File: config.mk
export PLATFORM = sky130hd
export DESIGN_NAME = uart_psave_gate
export DESIGN_NICKNAME = d
export VERILOG_FILES = /design/src/rtl/ups_pkg.sv /design/src/rtl/ups_frame_conv.sv /design/src/rtl/ups_sleep_timer.sv /design/src/rtl/ups_linger_timer.sv /design/src/rtl/ups_phase_fsm.sv /design/src/rtl/uart_psave_gate.sv
export SDC_FILE = /design/constraint.sdc
export NUM_CORES = 1
export LEC_CHECK = 0
export ABC_AREA = 1
export BUFFER_PORTS_ARGS = -buffer_cell sky130_fd_sc_hd__buf_4
export CORE_AREA = 2 2 235 237
export DETAILED_ROUTE_END_ITERATION = 8
export DIE_AREA = 0 0 237 239
export SYNTH_ARGS = -nofsm -noshare
export SYNTH_HDL_FRONTEND = slang
export SYNTH_SLANG_ARGS = --single-unit
File: constraint.sdc
create_clock -name clk -period 5.6 [get_ports clk]
set_input_delay 0.56 -clock clk [delete_from_list [all_inputs] [get_ports clk]]
set_output_delay 0.56 -clock clk [all_outputs]
set_load 0.1 [all_outputs]
File: src/rtl/ups_pkg.sv
package ups_pkg;

  typedef enum logic [1:0] {
    PH_SLEEP  = 2'd0,
    PH_WAKE   = 2'd1,
    PH_LINGER = 2'd2
  } phase_e;

  function automatic int ceil_div(input int a, input int b);
    return (a + b - 1) / b;
  endfunction

endpackage

File: src/rtl/ups_frame_conv.sv
module ups_frame_conv #(
  parameter int FR_W   = 16,
  parameter int FR_MIN = 40,
  parameter int FR_MAX = 65000,
  parameter int NUM    = 4615,
  parameter int DEN    = 1000,
  parameter int TK_W   = 19
) (
  input  logic [FR_W-1:0] frames_i,
  output logic [TK_W-1:0] ticks_o
);

  localparam int NUM_W  = $clog2(NUM + 1);
  localparam int PROD_W = FR_W + NUM_W + 1;

  logic [FR_W-1:0]   fr_c;
  logic [PROD_W-1:0] prod;
  logic [PROD_W-1:0] quo;

  // clamp into the legal frame range
  always_comb begin
    if (frames_i < FR_W'(FR_MIN))      fr_c = FR_W'(FR_MIN);
    else if (frames_i > FR_W'(FR_MAX)) fr_c = FR_W'(FR_MAX);
    else                               fr_c = frames_i;
  end

  // frames to ticks, rounded up
  always_comb begin
    prod    = PROD_W'(fr_c) * PROD_W'(NUM) + PROD_W'(DEN - 1);
    quo     = prod / PROD_W'(DEN);
    ticks_o = TK_W'(quo);
  end

endmodule

File: src/rtl/ups_sleep_timer.sv
module ups_sleep_timer #(
  parameter int GAP_TICKS = 2000,
  parameter int OFF_TICKS = 2500
) (
  input  logic clk,
  input  logic rst_n,
  input  logic tick,
  input  logic run,
  input  logic net_3g,
  input  logic paging,
  output logic wake_go
);

  localparam int CNT_MAX = (GAP_TICKS > OFF_TICKS - 1) ? GAP_TICKS : OFF_TICKS - 1;
  localparam int CNT_W   = (CNT_MAX < 2) ? 1 : $clog2(CNT_MAX + 1);

  logic [CNT_W-1:0] elapsed_q;

  // ticks spent asleep, saturating; cleared whenever not sleeping
  always_ff @(posedge clk or negedge rst_n) begin
    if (!rst_n)                                     elapsed_q <= '0;
    else if (!run)                                  elapsed_q <= '0;
    else if (tick && elapsed_q != CNT_W'(CNT_MAX))  elapsed_q <= elapsed_q + 1'b1;
  end

  always_comb begin
    wake_go = 1'b0;
    if (run) begin
      if (net_3g) wake_go = tick && (elapsed_q >= CNT_W'(OFF_TICKS - 1));
      else        wake_go = paging && (elapsed_q >= CNT_W'(GAP_TICKS));
    end
  end

  // the sleep counter never runs past its saturation point
  p_cnt_bound_r3: assert property (@(posedge clk) disable iff (!rst_n)
    32'(elapsed_q) <= CNT_MAX);

  // the free-running wake only fires on a timebase strobe
  p_3g_on_tick_r2: assert property (@(posedge clk) disable iff (!rst_n)
    (wake_go && net_3g) |-> tick);

endmodule

File: src/rtl/ups_linger_timer.sv
module ups_linger_timer #(
  parameter int TK_W = 19
) (
  input  logic            clk,
  input  logic            rst_n,
  input  logic            tick,
  input  logic            run,
  input  logic            load,
  input  logic [TK_W-1:0] load_val,
  output logic            expire
);

  logic [TK_W-1:0] rem_q;

  always_ff @(posedge clk or negedge rst_n) begin
    if (!rst_n)                      rem_q <= '0;
    else if (load)                   rem_q <= load_val;
    else if (!run)                   rem_q <= '0;
    else if (tick && rem_q != '0)    rem_q <= rem_q - 1'b1;
  end

  assign expire = run && !load && tick && (rem_q <= TK_W'(1));

  // without a reload the remaining time only shrinks
  p_no_grow_r5: assert property (@(posedge clk) disable iff (!rst_n)
    (!load) |=> (rem_q <= $past(rem_q)));

endmodule

File: src/rtl/ups_phase_fsm.sv
module ups_phase_fsm
  import ups_pkg::*;
#(
  parameter int WAKE_TICKS = 20
) (
  input  logic   clk,
  input  logic   rst_n,
  input  logic   tick,
  input  logic   hold,
  input  logic   wake_go,
  input  logic   activity,
  input  logic   linger_done,
  output phase_e phase_o
);

  localparam int WC_W = (WAKE_TICKS < 3) ? 1 : $clog2(WAKE_TICKS);

  phase_e          phase_q, phase_d;
  logic [WC_W-1:0] wcnt_q, wcnt_d;

  always_comb begin
    phase_d = phase_q;
    wcnt_d  = wcnt_q;
    if (hold) begin
      phase_d = PH_SLEEP;
      wcnt_d  = '0;
    end else begin
      unique case (phase_q)
        PH_SLEEP: if (wake_go) begin
          phase_d = PH_WAKE;
          wcnt_d  = '0;
        end
        PH_WAKE: begin
          if (activity) phase_d = PH_LINGER;
          else if (tick) begin
            if (wcnt_q == WC_W'(WAKE_TICKS - 1)) phase_d = PH_SLEEP;
            else                                 wcnt_d  = wcnt_q + 1'b1;
          end
        end
        PH_LINGER: if (linger_done) phase_d = PH_SLEEP;
        default: phase_d = PH_SLEEP;
      endcase
    end
  end

  always_ff @(posedge clk or negedge rst_n) begin
    if (!rst_n) begin
      phase_q <= PH_SLEEP;
      wcnt_q  <= '0;
    end else begin
      phase_q <= phase_d;
      wcnt_q  <= wcnt_d;
    end
  end

  assign phase_o = phase_q;

  // the window counter stays inside the window length
  p_wcnt_bound_r2: assert property (@(posedge clk) disable iff (!rst_n)
    32'(wcnt_q) < WAKE_TICKS);

  // traffic inside a window turns it into lingering
  p_act_linger_r4: assert property (@(posedge clk) disable iff (!rst_n)
    (!hold && phase_q == PH_WAKE && activity) |=> (phase_q == PH_LINGER));

  // an override always lands the sequencer asleep
  p_hold_sleep_r8: assert property (@(posedge clk) disable iff (!rst_n)
    hold |=> (phase_q == PH_SLEEP));

endmodule

File: src/rtl/uart_psave_gate.sv
module uart_psave_gate
  import ups_pkg::*;
#(
  parameter int FR_W        = 16,
  parameter int FR_MIN      = 40,
  parameter int FR_MAX      = 65000,
  parameter int FR_DEF      = 2000,
  parameter int FRAME_NUM   = 4615,
  parameter int FRAME_DEN   = 1000,
  parameter int WAKE_TICKS  = 20,
  parameter int GAP2G_TICKS = 2000,
  parameter int OFF3G_TICKS = 2500
) (
  input  logic            clk,
  input  logic            rst_n,
  input  logic            tick_i,
  input  logic            paging_i,
  input  logic            net_3g_i,
  input  logic            host_idle_i,
  input  logic            rx_char_i,
  input  logic            tx_act_i,
  input  logic            psave_en_i,
  input  logic            hwfc_en_i,
  input  logic [FR_W-1:0] timeout_frames_i,
  output logic            port_en_o,
  output logic            linger_o,
  output logic            cts_n_o
);

  localparam int TICK_MIN = ceil_div(FR_MIN * FRAME_NUM, FRAME_DEN);
  localparam int TICK_MAX = ceil_div(FR_MAX * FRAME_NUM, FRAME_DEN);
  localparam int TICK_DEF = ceil_div(FR_DEF * FRAME_NUM, FRAME_DEN);
  localparam int TK_W     = $clog2(TICK_MAX + 1);

  logic            hold;
  logic            activity;
  logic            wake_go;
  logic            linger_done;
  logic            sleep_run;
  logic            linger_run;
  logic            linger_load;
  phase_e          phase;
  logic [TK_W-1:0] conv_ticks;
  logic [TK_W-1:0] tk_q;

  assign hold        = !psave_en_i || host_idle_i;
  assign activity    = rx_char_i || tx_act_i;
  assign sleep_run   = !hold && (phase == PH_SLEEP);
  assign linger_run  = !hold && (phase == PH_LINGER);
  assign linger_load = !hold && activity && (phase != PH_SLEEP);

  ups_frame_conv #(
    .FR_W(FR_W), .FR_MIN(FR_MIN), .FR_MAX(FR_MAX),
    .NUM(FRAME_NUM), .DEN(FRAME_DEN), .TK_W(TK_W)
  ) u_conv (
    .frames_i (timeout_frames_i),
    .ticks_o  (conv_ticks)
  );

  ups_sleep_timer #(
    .GAP_TICKS(GAP2G_TICKS), .OFF_TICKS(OFF3G_TICKS)
  ) u_sleep (
    .clk     (clk),
    .rst_n   (rst_n),
    .tick    (tick_i),
    .run     (sleep_run),
    .net_3g  (net_3g_i),
    .paging  (paging_i),
    .wake_go (wake_go)
  );

  ups_linger_timer #(.TK_W(TK_W)) u_linger (
    .clk      (clk),
    .rst_n    (rst_n),
    .tick     (tick_i),
    .run      (linger_run),
    .load     (linger_load),
    .load_val (tk_q),
    .expire   (linger_done)
  );

  ups_phase_fsm #(.WAKE_TICKS(WAKE_TICKS)) u_fsm (
    .clk         (clk),
    .rst_n       (rst_n),
    .tick        (tick_i),
    .hold        (hold),
    .wake_go     (wake_go),
    .activity    (activity),
    .linger_done (linger_done),
    .phase_o     (phase)
  );

  // timeout captured on every disabled-to-enabled transition
  always_ff @(posedge clk or negedge rst_n) begin
    if (!rst_n)                           tk_q <= TK_W'(TICK_DEF);
    else if (sleep_run && wake_go)        tk_q <= conv_ticks;
  end

  assign port_en_o = !psave_en_i || (!host_idle_i && phase != PH_SLEEP);
  assign linger_o  = psave_en_i && !host_idle_i && phase == PH_LINGER;
  assign cts_n_o   = hwfc_en_i && !port_en_o;

  // in 2G mode a window only opens on a sampled page
  p_page_sync_r3: assert property (@(posedge clk) disable iff (!rst_n)
    ($past(phase) == PH_SLEEP && phase == PH_WAKE && !$past(net_3g_i)) |-> $past(paging_i));

  // captured timeout always lies in the converted legal range
  p_tk_range_r6: assert property (@(posedge clk) disable iff (!rst_n)
    (32'(tk_q) >= TICK_MIN) && (32'(tk_q) <= TICK_MAX));

  // idle host never sees an open port
  p_idle_off_r8: assert property (@(posedge clk) disable iff (!rst_n)
    (psave_en_i && host_idle_i) |-> (!port_en_o && !linger_o));

  // lingering implies an open port
  p_linger_open_r4: assert property (@(posedge clk) disable iff (!rst_n)
    linger_o |-> port_en_o);

endmodule

## Word-level counts from Yosys, hierarchy flattened

Cells that the tools add are included.

| operators by class | value |
|---|---|
| divide/modulo/power cells | 1 |
| $mul | 1 |
| reduce and logical (&&, ||, !) cells | 30 |
| equal/unequal tests | 13 |
| magnitude comparators | 5 |
| multiplexer cells | 22 |
| add/subtract/negate cells | 4 |

Operator list:

| kind | number |
|---|---|
| two-way mux 19 bit | 3 |
| two-way mux 16 bit | 2 |
| adder 29 x 10 -> 30 bit, second input constant | 1 |
| divider 30 x 10 -> 30 bit, second input constant | 1 |
| multiplier 16 x 13 -> 29 bit, second input constant | 1 |
| two-way mux 5 bit | 5 |
| two-way mux 12 bit | 2 |
| less-or-equal comparator 19 x 1 -> 1 bit, second input constant | 1 |
| nonzero test 19 bit | 1 |
| subtractor 19 x 1 -> 19 bit, second input constant | 1 |
| inequality test 3 bit, second input constant | 6 |
| > comparator 16 bit, second input constant | 1 |
| logical AND 1 bit | 16 |
| less-than comparator 16 x 6 -> 1 bit, second input constant | 1 |
| adder 12 x 1 -> 12 bit, second input constant | 1 |
| greater-or-equal comparator 12 x 11 -> 1 bit, second input constant | 1 |
| greater-or-equal comparator 12 bit, second input constant | 1 |
| two-way mux 2 bit | 6 |
| inequality test 12 bit, second input constant | 1 |
| case mux 5 bit (2 select lines) | 1 |
| case mux 2 bit (3 select lines) | 1 |
| adder 5 x 1 -> 5 bit, second input constant | 1 |
| equality test 5 bit, second input constant | 1 |
| logical NOT 1 bit | 5 |
| 12 further kinds | 15 |

| storage, ports and cells | value |
|---|---|
| flip-flop bits (word level) | 57 |

## Longest topological paths before layout

| depth | value |
|---|---|
| depth after elaboration | 12 |
| depth in mapped cells | 156 |
| gate-level depth less buffers | 156 |

## Cells and area by module

A second synthesis with hierarchy kept.

| unflattened totals | value |
|---|---|
| cell total of the unflattened synthesis | 2,106 |
| area, all modules | 13,137.6 um2 |

By module, submodules not included:

| module | instances | seq. area each (um2) | cells each | area an instance (um2) |
|---|---|---|---|---|
| ups_frame_conv | 1 | 0.0 | 1,548 | 9,242.6 |
| ups_linger_timer | 1 | 475.5 | 249 | 1,617.8 |
| ups_sleep_timer | 1 | 300.3 | 142 | 903.4 |
| uart_psave_gate | 1 | 481.7 | 97 | 874.6 |
| ups_phase_fsm | 1 | 175.2 | 70 | 499.2 |

## Least setup slack after synthesis

No wires, ideal clock.

| path | value |
|---|---|
| path type | input-to-reg |
| start point | in timeout_frames_i[14] |
| end point | reg tk_q[0] |
| buffers on the path | 0 |
| data arrival time | 14.113 ns |
| slack | -8.630 ns |
| data required time | 5.483 ns |
| stages | 125 |
| cell sequence | inv_1 -> nor3_1 -> nand4_1 -> a21oi_1 -> clkinv_1 -> nand2_1 -> ha_1 -> inv_1 -> fa_1 -> inv_1 -> ha_1 -> inv_1 -> fa_1 -> inv_1 -> fa_1 -> ha_1 -> ha_1 -> nand2_1 -> (+89 left out) -> o21bai_2 -> nand3_2 -> nor2_2 -> nand3_2 -> a21oi_1 -> nor2_1 -> nor2_1 -> nand2_2 -> nand2_2 -> nand2_1 -> nand2_1 -> inv_1 -> nand2_1 -> nand2_1 -> nand2_1 -> nand2_1 -> nand2_1 -> nand2_1 |

| on the way | value |
|---|---|
| word-level cells in the longest chain between the ends | 6 |
| elaborated cells on any way between the ends | 7 |
| classes of those cells | add/sub: 1; mul: 1; div: 1; order compare: 2; mux: 2 |

Ends and longest elaborated chain:

| element | RTL line | text |
|---|---|---|
| start, declared | uart_psave_gate.sv:24 | `input logic [FR_W-1:0] timeout_frames_i,` |
| > comparator 16 bit | ups_frame_conv.sv:23 | `else if (frames_i > FR_W'(FR_MAX)) fr_c = FR_W'(FR_MAX);` |
| two-way mux 16 bit | ups_frame_conv.sv:23 |  |
| two-way mux 16 bit * | ups_frame_conv.sv:22 | `if (frames_i < FR_W'(FR_MIN)) fr_c = FR_W'(FR_MIN);` |
| multiplier 16 x 13 -> 29 bit * | ups_frame_conv.sv:29 | `prod = PROD_W'(fr_c) * PROD_W'(NUM) + PROD_W'(DEN - 1);` |
| adder 29 x 10 -> 30 bit * | ups_frame_conv.sv:29 |  |
| divider 30 x 10 -> 30 bit * | ups_frame_conv.sv:30 | `quo = prod / PROD_W'(DEN);` |
| end signal, assigned | uart_psave_gate.sv:95 | `if (!rst_n) tk_q <= TK_W'(TICK_DEF);` |
| end signal, assigned | uart_psave_gate.sv:96 | `else if (sleep_run && wake_go) tk_q <= conv_ticks;` |
| end, declared | uart_psave_gate.sv:44 | `logic [TK_W-1:0] tk_q;` |

Mark *: on every way between the ends. The rest lies on a longest branch, timed or not.
A chain may end at the register's enable or synchronous reset.

## Worst setup path after layout

| path | value |
|---|---|
| start point | in timeout_frames_i[2] |
| end point | reg tk_q[0] |

The elaborated chain is that of the path after synthesis.

==> results.py <==
metrics = {
    "floorplanning": {
        "die_w_um": 237,
        "rows": 86,
        "start_util_pct": 22.7,
        "core_um2": 54300,
        "io_pins": 29,
        "fp.dieArea_um2": 56600,
        "die_h_um": 239,
    },
    "synth": {
        "ys_types": 62,
        "synth_top_family_by_area": "simple AND/OR/NAND/NOR gates",
        "synth_compound_area_share_pct": 11.2,
        "synthesis.area_um2": 12300,
        "synthMuxAreaShare_pct": 0.0913,
        "synth_fa_ha_area_share_pct": 19.1,
        "async_flop_share_pct": 100,
        "synth_xor_xnor_area_share_pct": 3.19,
        "syn_inst": 2016,
        "synth_seq_cells": 57,
        "yosys.area_share.simple_pct": 42.3,
        "synthFlopType": "dfrtp_1",
        "synth-edff-count": 0,
        "syn_nets": 2212,
        "yosysWarnings": 0,
        "syn_area_per_cell_um2": 6.12,
        "ys_seq_area_share_pct": 11.6,
    },
    "flow_run": {
        "drv_cap": 0,
    },
    "cts": {
        "cts.sinks": 57,
        "root_buffer": "clkbuf_16",
        "cts_max_path_buffers": 2,
        "clock_latency_ns": 0.33,
        "numCtsBuffers": 9,
        "clkTransAtPathRegs_ns": 0.05,
        "cts.htree.levels": 3,
        "cts_tree": "yes",
    },
    "worst_setup_path": {
        "critPathSlowestCell": "fa_1",
        "cp_max_fo": 8,
        "critical_path_class": "in -> reg",
        "worstReg2RegEnd": "tk_q[4]$_DFFE_PN0P_",
        "crit_required_ns": 5.82,
        "endpoint_kind": "flop",
        "r2r_slack_ns": 2.27,
        "startpoint_type": "primary input",
        "crit_top_cell": "nand2_4",
        "rr_worst_depth": 20,
        "arrival_ns": 15.27,
        "r2r-start": "u_linger.rem_q[2]$_DFFE_PN0P_",
        "slowest_delay_ns": 0.52,
    },
    "sta": {
        "worst_pin_slew_ns": 1.01,
        "finalCritPeriodShare_pct": 269,
        "timing.hold.ws_ns": 0.279,
        "setup_slack_ns": -9.45,
        "setup_viol": 19,
        "fmax_ghz": 0.0665,
        "slew_viol_final": 0,
        "report.final.hold_viol_count": 0,
        "finalCriticalPeriod_ns": 15.05,
        "fin_skew_ns": 0.00939,
        "rsz0062_at_grt": "yes",
        "relSlewSlack_pct": 32.3,
    },
    "hold_path": {
        "hold_class": "in -> async",
    },
    "placement": {
        "dp.final_hpwl_mm": 27.1,
        "place_congestion": 0.827,
        "io_buffers": 28,
        "post-place-ws_ns": -10.07,
    },
    "finish": {
        "drive_gt1_share_pct": 43.1,
        "fill_cells": 5512,
        "final_common_cell": "buf_4",
        "antenna_cells": 0,
        "final_nets": 2704,
        "multiInputGateArea_um2": 11600,
        "syn2layout_area_growth_pct": 59.3,
        "area.sequential_um2": 1430,
        "final_cell_mix": "buf_4 (460), nand2_1 (415), inv_1 (305)",
    },
    "global_routing": {
        "grt_pass1_wl_mm": 59.4,
        "grt_max_degree": 58,
        "track_usage_pct": 12.2,
        "antenna_found_initial": 0,
        "grt_pass1_vias": 13376,
        "overflow": 0,
    },
    "routing": {
        "drt_wl_total_mm": 35.5,
        "drt_first_pass_iters": 5,
        "drcViolationCount": 0,
        "drt_iter0_markers": 481,
        "wl_per_cell_um": 11.0,
        "viasPerCell": 4.33,
        "vias": 13917,
        "ant_nets": 0,
    },
    "outcome": {
        "status": "complete, but fails checks",
        "violations": "setup timing",
    },
}
[cell families (layout without fill, tap and decap cells)]
logic type                 after synthesis  in the layout
AOI/OAI and AO/OA                      223            223
xor gates and xnor gates                45             45
adders and majority gates              170            170
buffers and inverters                  407            903
DFF                                     57             57
muxes                                    1              1
and+or+nand+nor                       1113           1114
[metal layers]
metal	vias to the layer above	GRT usage, %	part of all wire [%]
li1	7412	-	-
met1	6316	16.0	48
met2	158	21.7	49
met3	31	1.12	2.2
met4	0	2.24	1.0
met5	-	0	0
[Yosys cell counts, drive strengths merged, types with 14 or more instances]
cell type | instances | area share, %
nand2 | 636 | 22
inv | 383 | 12
nor2 | 202 | 7.1
nand3 | 189 | 8.9
ha | 139 | 14
o21ai | 99 | 4.1
a21oi | 59 | 2.7
dfrtp | 52 | 11
nand4 | 32 | 1.9
fa | 31 | 5.0
xor2 | 31 | 2.2
nor3 | 26 | 1.1
o211ai | 17 | 1.1
nand3b | 14 | 0.88
o21bai | 14 | 1.1
xnor2 | 14 | 0.99
[through the flow]
stage          cells  TNS (ns)  util [%]  cell area (µm²)
6_report        3217    -98.22      36.2            19700
5_1_grt         3217   -112.49      36.2            19700
4_1_cts         3198    -97.69      34.0            18500
3_5_place_dp    3105   -109.08      30.6            16600
3_3_place_gp    3105   -106.94      30.6            16600
2_1_floorplan   2016    -81.59         -            12800
[timing repair]
item,4_1_cts,5_1_grt
endpoints found under the setup margin,19,19
gates resized for setup,243,275
gates cloned,2,0
hold buffers,0,0
buffers inserted,77,42
pin swaps,120,179
[how the worst max path moves through the flow]
| stage | slack [ns] | from | cells after the start | to |
|---|---|---|---|---|
| global route | -10.58 | timeout_frames_i[2] | 134 | tk_q[0]$_DFFE_PN0P_ |
| global placement | -9.97 | timeout_frames_i[2] | 117 | tk_q[0]$_DFFE_PN0P_ |
| CTS | -9.13 | timeout_frames_i[12] | 133 | tk_q[0]$_DFFE_PN0P_ |
| detailed placement | -10.07 | timeout_frames_i[2] | 121 | tk_q[0]$_DFFE_PN0P_ |
| finish | -9.45 | timeout_frames_i[2] | 139 | tk_q[0]$_DFFE_PN0P_ |
| floorplan | -8.20 | timeout_frames_i[2] | 137 | tk_q[0]$_DFFE_PN0P_ |
[state kept, by name, summed over array words and instances (netlist names)]
register,cells
u_fsm.wcnt_q,5
u_fsm.phase_o,2
tk_q,19
u_sleep.elapsed_q,12
u_linger.rem_q,19
[worst max-delay path, delay by kind of cell]
kind | cells | cell delay (ns)
AO/OA/AOI/OAI | 7 | 1.01
XOR/XNOR | 1 | 0.17
AND/OR/NAND/NOR | 102 | 9.46
buffers and inverters | 22 | 1.55
adder cells (fa/ha/maj) | 7 | 2.40
[cell type report]
cell class | count | area share (%)
Timing Repair Buffer | 494 | 19.7
Inverter | 392 | 7.77
Tap cell | 704 | 4.48
Timing Repair inverter | 1 | 0.0446
Clock buffer | 12 | 1.36
Clock inverter | 4 | 0.134
Multi-Input combinational cell | 1553 | 59.2
Sequential cell | 57 | 7.29
Power is not shown: default switching activity piles up to over one toggle a cycle in this logic, so the estimate is an artifact.
